===== src/rtl/sd_pkg.sv =====
package sd_pkg;
  // digit code (pos,neg): 00 -> 0, 10 -> +1, 01 -> -1, 11 illegal
  typedef enum logic [1:0] {
    SD_ZERO = 2'b00,
    SD_NEG  = 2'b01,
    SD_POS  = 2'b10,
    SD_BAD  = 2'b11
  } sd_code_e;

  function automatic logic sd_illegal(input logic pos, input logic neg);
    return (sd_code_e'({pos, neg}) == SD_BAD);
  endfunction
endpackage


===== src/rtl/sd_polarity.sv =====
module sd_polarity #(
  parameter int unsigned W = 8
) (
  input  logic         swap_i,
  input  logic [W-1:0] pos_i,
  input  logic [W-1:0] neg_i,
  output logic [W-1:0] pos_o,
  output logic [W-1:0] neg_o
);
  assign pos_o = swap_i ? neg_i : pos_i;
  assign neg_o = swap_i ? pos_i : neg_i;
endmodule


===== src/rtl/sd_stage1_cell.sv =====
module sd_stage1_cell (
  input  logic pos_i,
  input  logic neg_i,
  input  logic b_i,
  output logic c_o,   // transfer, 0 or +1
  output logic z_o    // interim sum, 0 or -1 (1 means -1)
);
  logic is_zero;
  assign is_zero = ~pos_i & ~neg_i;
  assign c_o     = pos_i | (is_zero & b_i);
  assign z_o     = b_i ? is_zero : ~is_zero;
endmodule


===== src/rtl/sd_stage2_cell.sv =====
module sd_stage2_cell (
  input  logic z_i,   // interim sum of this digit (-1 when set)
  input  logic c_i,   // transfer from the digit below (+1 when set)
  output logic s_pos_o,
  output logic s_neg_o
);
  assign s_pos_o = c_i & ~z_i;
  assign s_neg_o = z_i & ~c_i;
endmodule


===== src/rtl/sd_addsub.sv =====
module sd_addsub
  import sd_pkg::*;
#(
  parameter int unsigned N       = 8,
  parameter bit          REG_OUT = 1'b1
) (
  input  logic         clk_i,
  input  logic         rst_ni,
  input  logic         add_i,
  input  logic [N-1:0] a_pos_i,
  input  logic [N-1:0] a_neg_i,
  input  logic [N-1:0] b_i,
  output logic [N:0]   s_pos_o,
  output logic [N:0]   s_neg_o,
  output logic         err_o
);
  localparam int unsigned RW = N + 1;

  logic [N-1:0]  bad, ap_clean, an_clean, ap_sw, an_sw;
  logic [N-1:0]  c, z;
  logic [RW-1:0] sum_pos, sum_neg, res_pos, res_neg;
  logic          err_d;

  for (genvar i = 0; i < N; i++) begin : g_clean
    assign bad[i]      = sd_illegal(a_pos_i[i], a_neg_i[i]);
    assign ap_clean[i] = a_pos_i[i] & ~bad[i];
    assign an_clean[i] = a_neg_i[i] & ~bad[i];
  end
  assign err_d = |bad;

  sd_polarity #(.W(N)) u_swap_in (
    .swap_i(~add_i), .pos_i(ap_clean), .neg_i(an_clean),
    .pos_o(ap_sw), .neg_o(an_sw)
  );

  for (genvar i = 0; i < N; i++) begin : g_digit
    sd_stage1_cell u_s1 (
      .pos_i(ap_sw[i]), .neg_i(an_sw[i]), .b_i(b_i[i]),
      .c_o(c[i]), .z_o(z[i])
    );
    if (i == 0) begin : g_lsd
      sd_stage2_cell u_s2 (
        .z_i(z[i]), .c_i(1'b0),
        .s_pos_o(sum_pos[i]), .s_neg_o(sum_neg[i])
      );
    end else begin : g_mid
      sd_stage2_cell u_s2 (
        .z_i(z[i]), .c_i(c[i-1]),
        .s_pos_o(sum_pos[i]), .s_neg_o(sum_neg[i])
      );
    end
  end
  assign sum_pos[N] = c[N-1];
  assign sum_neg[N] = 1'b0;

  sd_polarity #(.W(RW)) u_swap_out (
    .swap_i(~add_i), .pos_i(sum_pos), .neg_i(sum_neg),
    .pos_o(res_pos), .neg_o(res_neg)
  );

  if (REG_OUT) begin : g_reg
    always_ff @(posedge clk_i or negedge rst_ni) begin
      if (!rst_ni) begin
        s_pos_o <= '0;
        s_neg_o <= '0;
        err_o   <= 1'b0;
      end else begin
        s_pos_o <= res_pos;
        s_neg_o <= res_neg;
        err_o   <= err_d;
      end
    end

    AST_ERR_FLAG: assert property (@(posedge clk_i) disable iff (!rst_ni)
      (|(a_pos_i & a_neg_i)) |=> err_o);
    AST_OUT_PIPE: assert property (@(posedge clk_i) disable iff (!rst_ni)
      1'b1 |=> (s_pos_o == $past(res_pos)) && (s_neg_o == $past(res_neg)));
  end else begin : g_comb
    assign s_pos_o = res_pos;
    assign s_neg_o = res_neg;
    assign err_o   = err_d;

    AST_ERR_FLAG: assert property (@(posedge clk_i) disable iff (!rst_ni)
      (|(a_pos_i & a_neg_i)) |-> err_o);
  end

  AST_RESULT_LEGAL: assert property (@(posedge clk_i) disable iff (!rst_ni)
    (res_pos & res_neg) == '0);
  AST_TOP_ADD_SIGN: assert property (@(posedge clk_i) disable iff (!rst_ni)
    add_i |-> !res_neg[N]);
  AST_TOP_SUB_SIGN: assert property (@(posedge clk_i) disable iff (!rst_ni)
    !add_i |-> !res_pos[N]);
  AST_ZERO_IN_OUT: assert property (@(posedge clk_i) disable iff (!rst_ni)
    (a_pos_i == '0 && a_neg_i == '0 && b_i == '0) |-> (res_pos == '0 && res_neg == '0));
endmodule


===== config.mk =====
export PLATFORM = sky130hd
export DESIGN_NAME = sd_addsub
export DESIGN_NICKNAME = d
export VERILOG_FILES = /design/src/rtl/sd_pkg.sv /design/src/rtl/sd_polarity.sv /design/src/rtl/sd_stage1_cell.sv /design/src/rtl/sd_stage2_cell.sv /design/src/rtl/sd_addsub.sv
export SDC_FILE = /design/constraint.sdc
export NUM_CORES = 1
export LEC_CHECK = 0
export ABC_AREA = 1
export BUFFER_PORTS_ARGS = -buffer_cell sky130_fd_sc_hd__buf_2
export CAP_MARGIN = 0
export CORE_ASPECT_RATIO = 0.9
export CORE_MARGIN = 2
export CORE_UTILIZATION = 45
export DETAILED_ROUTE_END_ITERATION = 10
export HOLD_SLACK_MARGIN = 0.08
export PLACE_DENSITY = 0.82
export SLEW_MARGIN = 20
export SYNTH_ARGS = -nofsm -noshare
export SYNTH_HDL_FRONTEND = slang
export SYNTH_SLANG_ARGS = --single-unit

===== constraint.sdc =====
create_clock -name clk_i -period 0.8 [get_ports clk_i]
set_input_delay 0.12 -clock clk_i [delete_from_list [all_inputs] [get_ports clk_i]]
set_output_delay 0.12 -clock clk_i [all_outputs]
set_load 0.01 [all_outputs]

## Word level (Yosys, flattened, before mapping)

Index checks and enable logic that the tools add are counted.

- Register bits: 19
- Input port bits: 27
- Word-level logic and storage cells: 124

- Eq/ne operators: 8
- Muxes and demuxes: 12
- Bitwise operators: 100
- Reduce and logical (&&, ||, !) cells: 1

Operators with widths:

| kind | count |
|---|---|
| 1-bit bitwise AND | 46 |
| 1-bit inverter | 46 |
| 9-bit two-way mux | 2 |
| 2-bit equality test (second input constant) | 8 |
| 8-bit two-way mux | 2 |
| 1-bit two-way mux | 8 |
| 1-bit bitwise OR | 8 |
| 8-bit OR reduction | 1 |

## Logic depth before layout (Yosys ltp)

- Depth after elaboration: 11
- Gate-level depth with buffers: 9
- Gate-level depth less buffers: 9

## Hierarchy

A second synthesis with hierarchy kept.

- Cell total of the unflattened synthesis: 258
- Area total of the unflattened synthesis: 1620.3 µm²

Modules (own cells, without submodules):

| module | times used | cells an instance | area each (µm²) |
|---|---|---|---|
| sd_addsub | 1 | 68 | 659.4 |
| sd_polarity (u_swap_out) | 1 | 58 | 306.5 |
| sd_polarity (u_swap_in) | 1 | 52 | 284.0 |
| sd_stage1_cell | 8 | 6 | 31.3 |
| sd_stage2_cell | 8 | 4 | 15.0 |

## Worst setup path before layout

Ideal clock, no wire load.

- Path kind: in2reg
- Start: input port add_i
- End: register s_pos_o[4]
- Setup time: 117 ps
- Arrival: 1048 ps
- Required time: 683 ps
- Slack: -366 ps
- Stages: 8
- Buffers on the path: 2
- Cells stage by stage: buf_4 > buf_4 > o21ai_1 > nor2_1 > ha_1 > inv_1 > nand4_1 > nand2_1

- Cells in the longest elaborated chain, start to end: 8

RTL lines:

| what | line | RTL |
|---|---|---|
| start: declaration | sd_addsub.sv:9 | `input logic add_i,` |
| 8-bit two-way mux (on tied branches) | sd_polarity.sv:10, sd_polarity.sv:11 |  |
| 1-bit inverter | sd_stage1_cell.sv:9 | `assign is_zero = ~pos_i & ~neg_i;` |
| 1-bit bitwise AND | sd_stage1_cell.sv:9 |  |
| 1-bit bitwise AND or 1-bit inverter (tied branches) | sd_stage1_cell.sv:10, sd_stage1_cell.sv:11 |  |
| 1-bit bitwise OR or 1-bit two-way mux (tied branches) | sd_stage1_cell.sv:10, sd_stage1_cell.sv:11 |  |
| 1-bit inverter (on tied branches) | sd_stage2_cell.sv:8, sd_stage2_cell.sv:7 |  |
| 1-bit bitwise AND (on tied branches) | sd_stage2_cell.sv:8, sd_stage2_cell.sv:7 |  |
| 9-bit two-way mux * | sd_polarity.sv:10 | `assign pos_o = swap_i ? neg_i : pos_i;` |
| named net res_pos[4] | sd_addsub.sv:21 | `logic [RW-1:0] sum_pos, sum_neg, res_pos, res_neg;` |
| end signal: assignment | sd_addsub.sv:68 | `s_pos_o <= res_pos;` |
| end: declaration | sd_addsub.sv:13 | `output logic [N:0] s_pos_o,` |

The timed path passes the listed nets; every way through them passes the cells marked *.

## Final worst setup path

- Start: register s_neg_o[4]
- End: output port s_neg_o[4]

RTL lines:

| what | line | RTL |
|---|---|---|
| start: declaration | sd_addsub.sv:14 | `output logic [N:0] s_neg_o,` |
| start signal: assignment | sd_addsub.sv:69 | `s_neg_o <= res_neg;` |

No word-level cell between the ends.

==> results.txt <==
Final min period: 0.995 ns
Critical Path Source Type: flip-flop
# setup viols final: 33
Initial core utilization: 48.2%
Routed wire length: 5820 um
Failing checks: setup timing
Synth cell types: 15
TritonCTS clock tree: yes
Vias in the first global route: 1,860
First-pass GRT wire length: 7710 um
Fmax: 1010 MHz
Slew Viols, Final: 0
Worst Setup SP: s_neg_o[4]
H-tree depth: 1
Total number of vias: 1,963
Worst hold path type: in -> reg
Row cnt: 18
Yosys warns: 0
Post-DP HPWL: 2740 um
Synthesized area: 1360 um2
Io pins: 46
Leakage power figure: 1.40 nW
Crit-path leading delay family: flip-flops
WP data arrival: 0.87 ns
DIE AREA: 3470 um2
Post-synthesis sequential area ratio: 35.1%
P&R area growth vs syn: 85.8%
Worst Hold Depth: 3
Fill count: 117
TNS Setup: -3.50 ns
Worst hold endpoint: s_pos_o[0]
DIE HEIGHT: 56.1 um
I/O Buffers: 45
Worst-path clk slew: 0.12 ns
Die width: 61.9 um
Hold path startpoint: b_i[0]
Register area: 475 um2
Antenna diode count: 0
Core Area: 2820 um2
Max FO, Critical Path: 1
Crit-path max cell delay: 0.42 ns
DP Worst Slack: -0.460 ns
Total track usage: 29.4%
Routed WL per cell: 16.8 um
Remaining Overflow, GRT: 0
Vias/cell: 5.66
Layout Cells excl Fill: 347
VDD IR max: 0.830 mV
Initial DRC count: 199
Crit end category: primary output
Syn_nets: 237
Placed insts: 330
Largest net degree at the start of global routing: 20
Root buf cell: clkbuf_4
Final hold vios: 0
WP buf/inv: 1
Cells after Synth: 202
Slew headroom: 69.6%
Worst path slowest cell: dfrtp_1
RSZ-0062 raised after global routing: yes
Setup Crit Path Kind: reg -> out
Routability cong.: 0.829
Initial antenna violation count: 0
Max-Cap Viols: 0
Final Util: 89.5%
Clk buf depth: 2
DRC errors left: 0
Actual slew at the worst max-slew pin: 0.456 ns
TritonRoute pass-1 iters: 7
Period utilisation layout: 124%
Outcome: finished, violations left
Share of cells above drive strength 1: 60.3%
Pwr/cell area: 1220 nW/um2
#FFs+latches synth: 19
Crit-path cells: buf_2
CP required: 0.68 ns
# nets final: 343
Post-route ant nets: 0
Final Worst Setup Slack: -0.195 ns
Avg Synthesized Cell Area: 6.71 um2
Clock sinks: 19
Num CTS Buffers: 3
Area of the multi-input gates: 973 um2
==> final cells by class <==
cell class	count	share of cell area, %
repair buffers	107	33.2
clock buffers	4	1.04
repair inverters	1	0.348
flip-flops and latches	19	18.9
well taps	40	1.99
inverters	34	5.96
multi-input cells	142	38.6
==> layout by cell type, fill, tap and decap left out, types with 2 or more instances in the layout <==
cell / instances
buf_2: 31
nand3_1: 22
nand3_2: 12
nor2_1: 10
inv_1: 8
buf_4: 61
o21ai_4: 2
buf_6: 10
nand4_1: 14
ha_2: 2
nand2_1: 39
clkbuf_4: 3
nor2_4: 3
inv_2: 21
inv_4: 4
dfrtp_1: 19
o21ai_2: 4
nand2_2: 12
ha_4: 4
ha_1: 2
o22ai_1: 3
nor2_2: 3
nand2_4: 4
buf_12: 2
a21oi_1: 2
==> where the power goes <==
| part | total [mW] | internal [mW] | switching (mW) |
|---|---|---|---|
| combinational | 1.45 | 0.688 | 0.765 |
| sequential | 1.10 | 1.06 | 0.0333 |
| clock | 0.517 | 0.195 | 0.322 |
| total | 3.07 | 1.95 | 1.12 |
==> through the flow <==
stage                     total power, mW  hold slack [ns]  cell area [um2]
after floorplan                      1.64           -0.176             1420
after global placement               2.07           0.0677             2010
after detailed placement             2.10           0.0785             2010
after CTS                            2.75            0.127             2290
after global routing                 3.24            0.151             2520
final                                3.07            0.135             2520
==> sequential cells by signal, summed over array words and instances, names as in the netlist <==
register / count
s_pos_o: 9
s_neg_o: 9
err_o: 1
==> per-layer routing <==
metal  global-route usage [%]  part of all wire (%)
met5                        0                     0
met4                     15.8                   5.5
met3                     6.74                   9.3
met2                     49.8                    50
met1                     32.6                    35
==> cell usage after synthesis, drive strengths merged <==
master	count	area (um2)
a21oi	4	20.0
buf	7	45.0
dfrtp	19	475
ha	8	100
inv	34	128
nand2	55	206
nand3	35	180
nand4	14	87.6
nor2	16	60.1
o21ai	7	35.0
o22ai	3	18.8
==> cell families after synthesis <==
| group | share of synthesized area, % |
|---|---|
| AND/OR/NAND/NOR | 39.4 |
| flip-flops | 35.1 |
| adder cells (fa/ha/maj) | 7.38 |
| AO/OA/AOI/OAI | 5.44 |
| buffers and inverters | 12.7 |
==> how the worst max path moves through the flow <==
stage / to / slack, ns / cells after the start
2_1_floorplan: s_pos_o[4] / -0.28 / 8
3_3_place_gp: s_neg_o[7] / -0.43 / 8
3_5_place_dp: s_neg_o[7] / -0.46 / 8
4_1_cts: err_o / -0.15 / 1
5_1_grt: s_neg_o[4] / -0.23 / 1
6_report: s_neg_o[4] / -0.19 / 1
==> what timing repair did <==
item,in CTS,in global routing
setup endpoints to repair,33,33
setup buffers,8,1
resized for setup,44,58
endpoints found under the hold margin,19,0
hold buffers,1,0
cloned,3,0
pin swaps,27,26
Power figures use the tool's default switching activity.
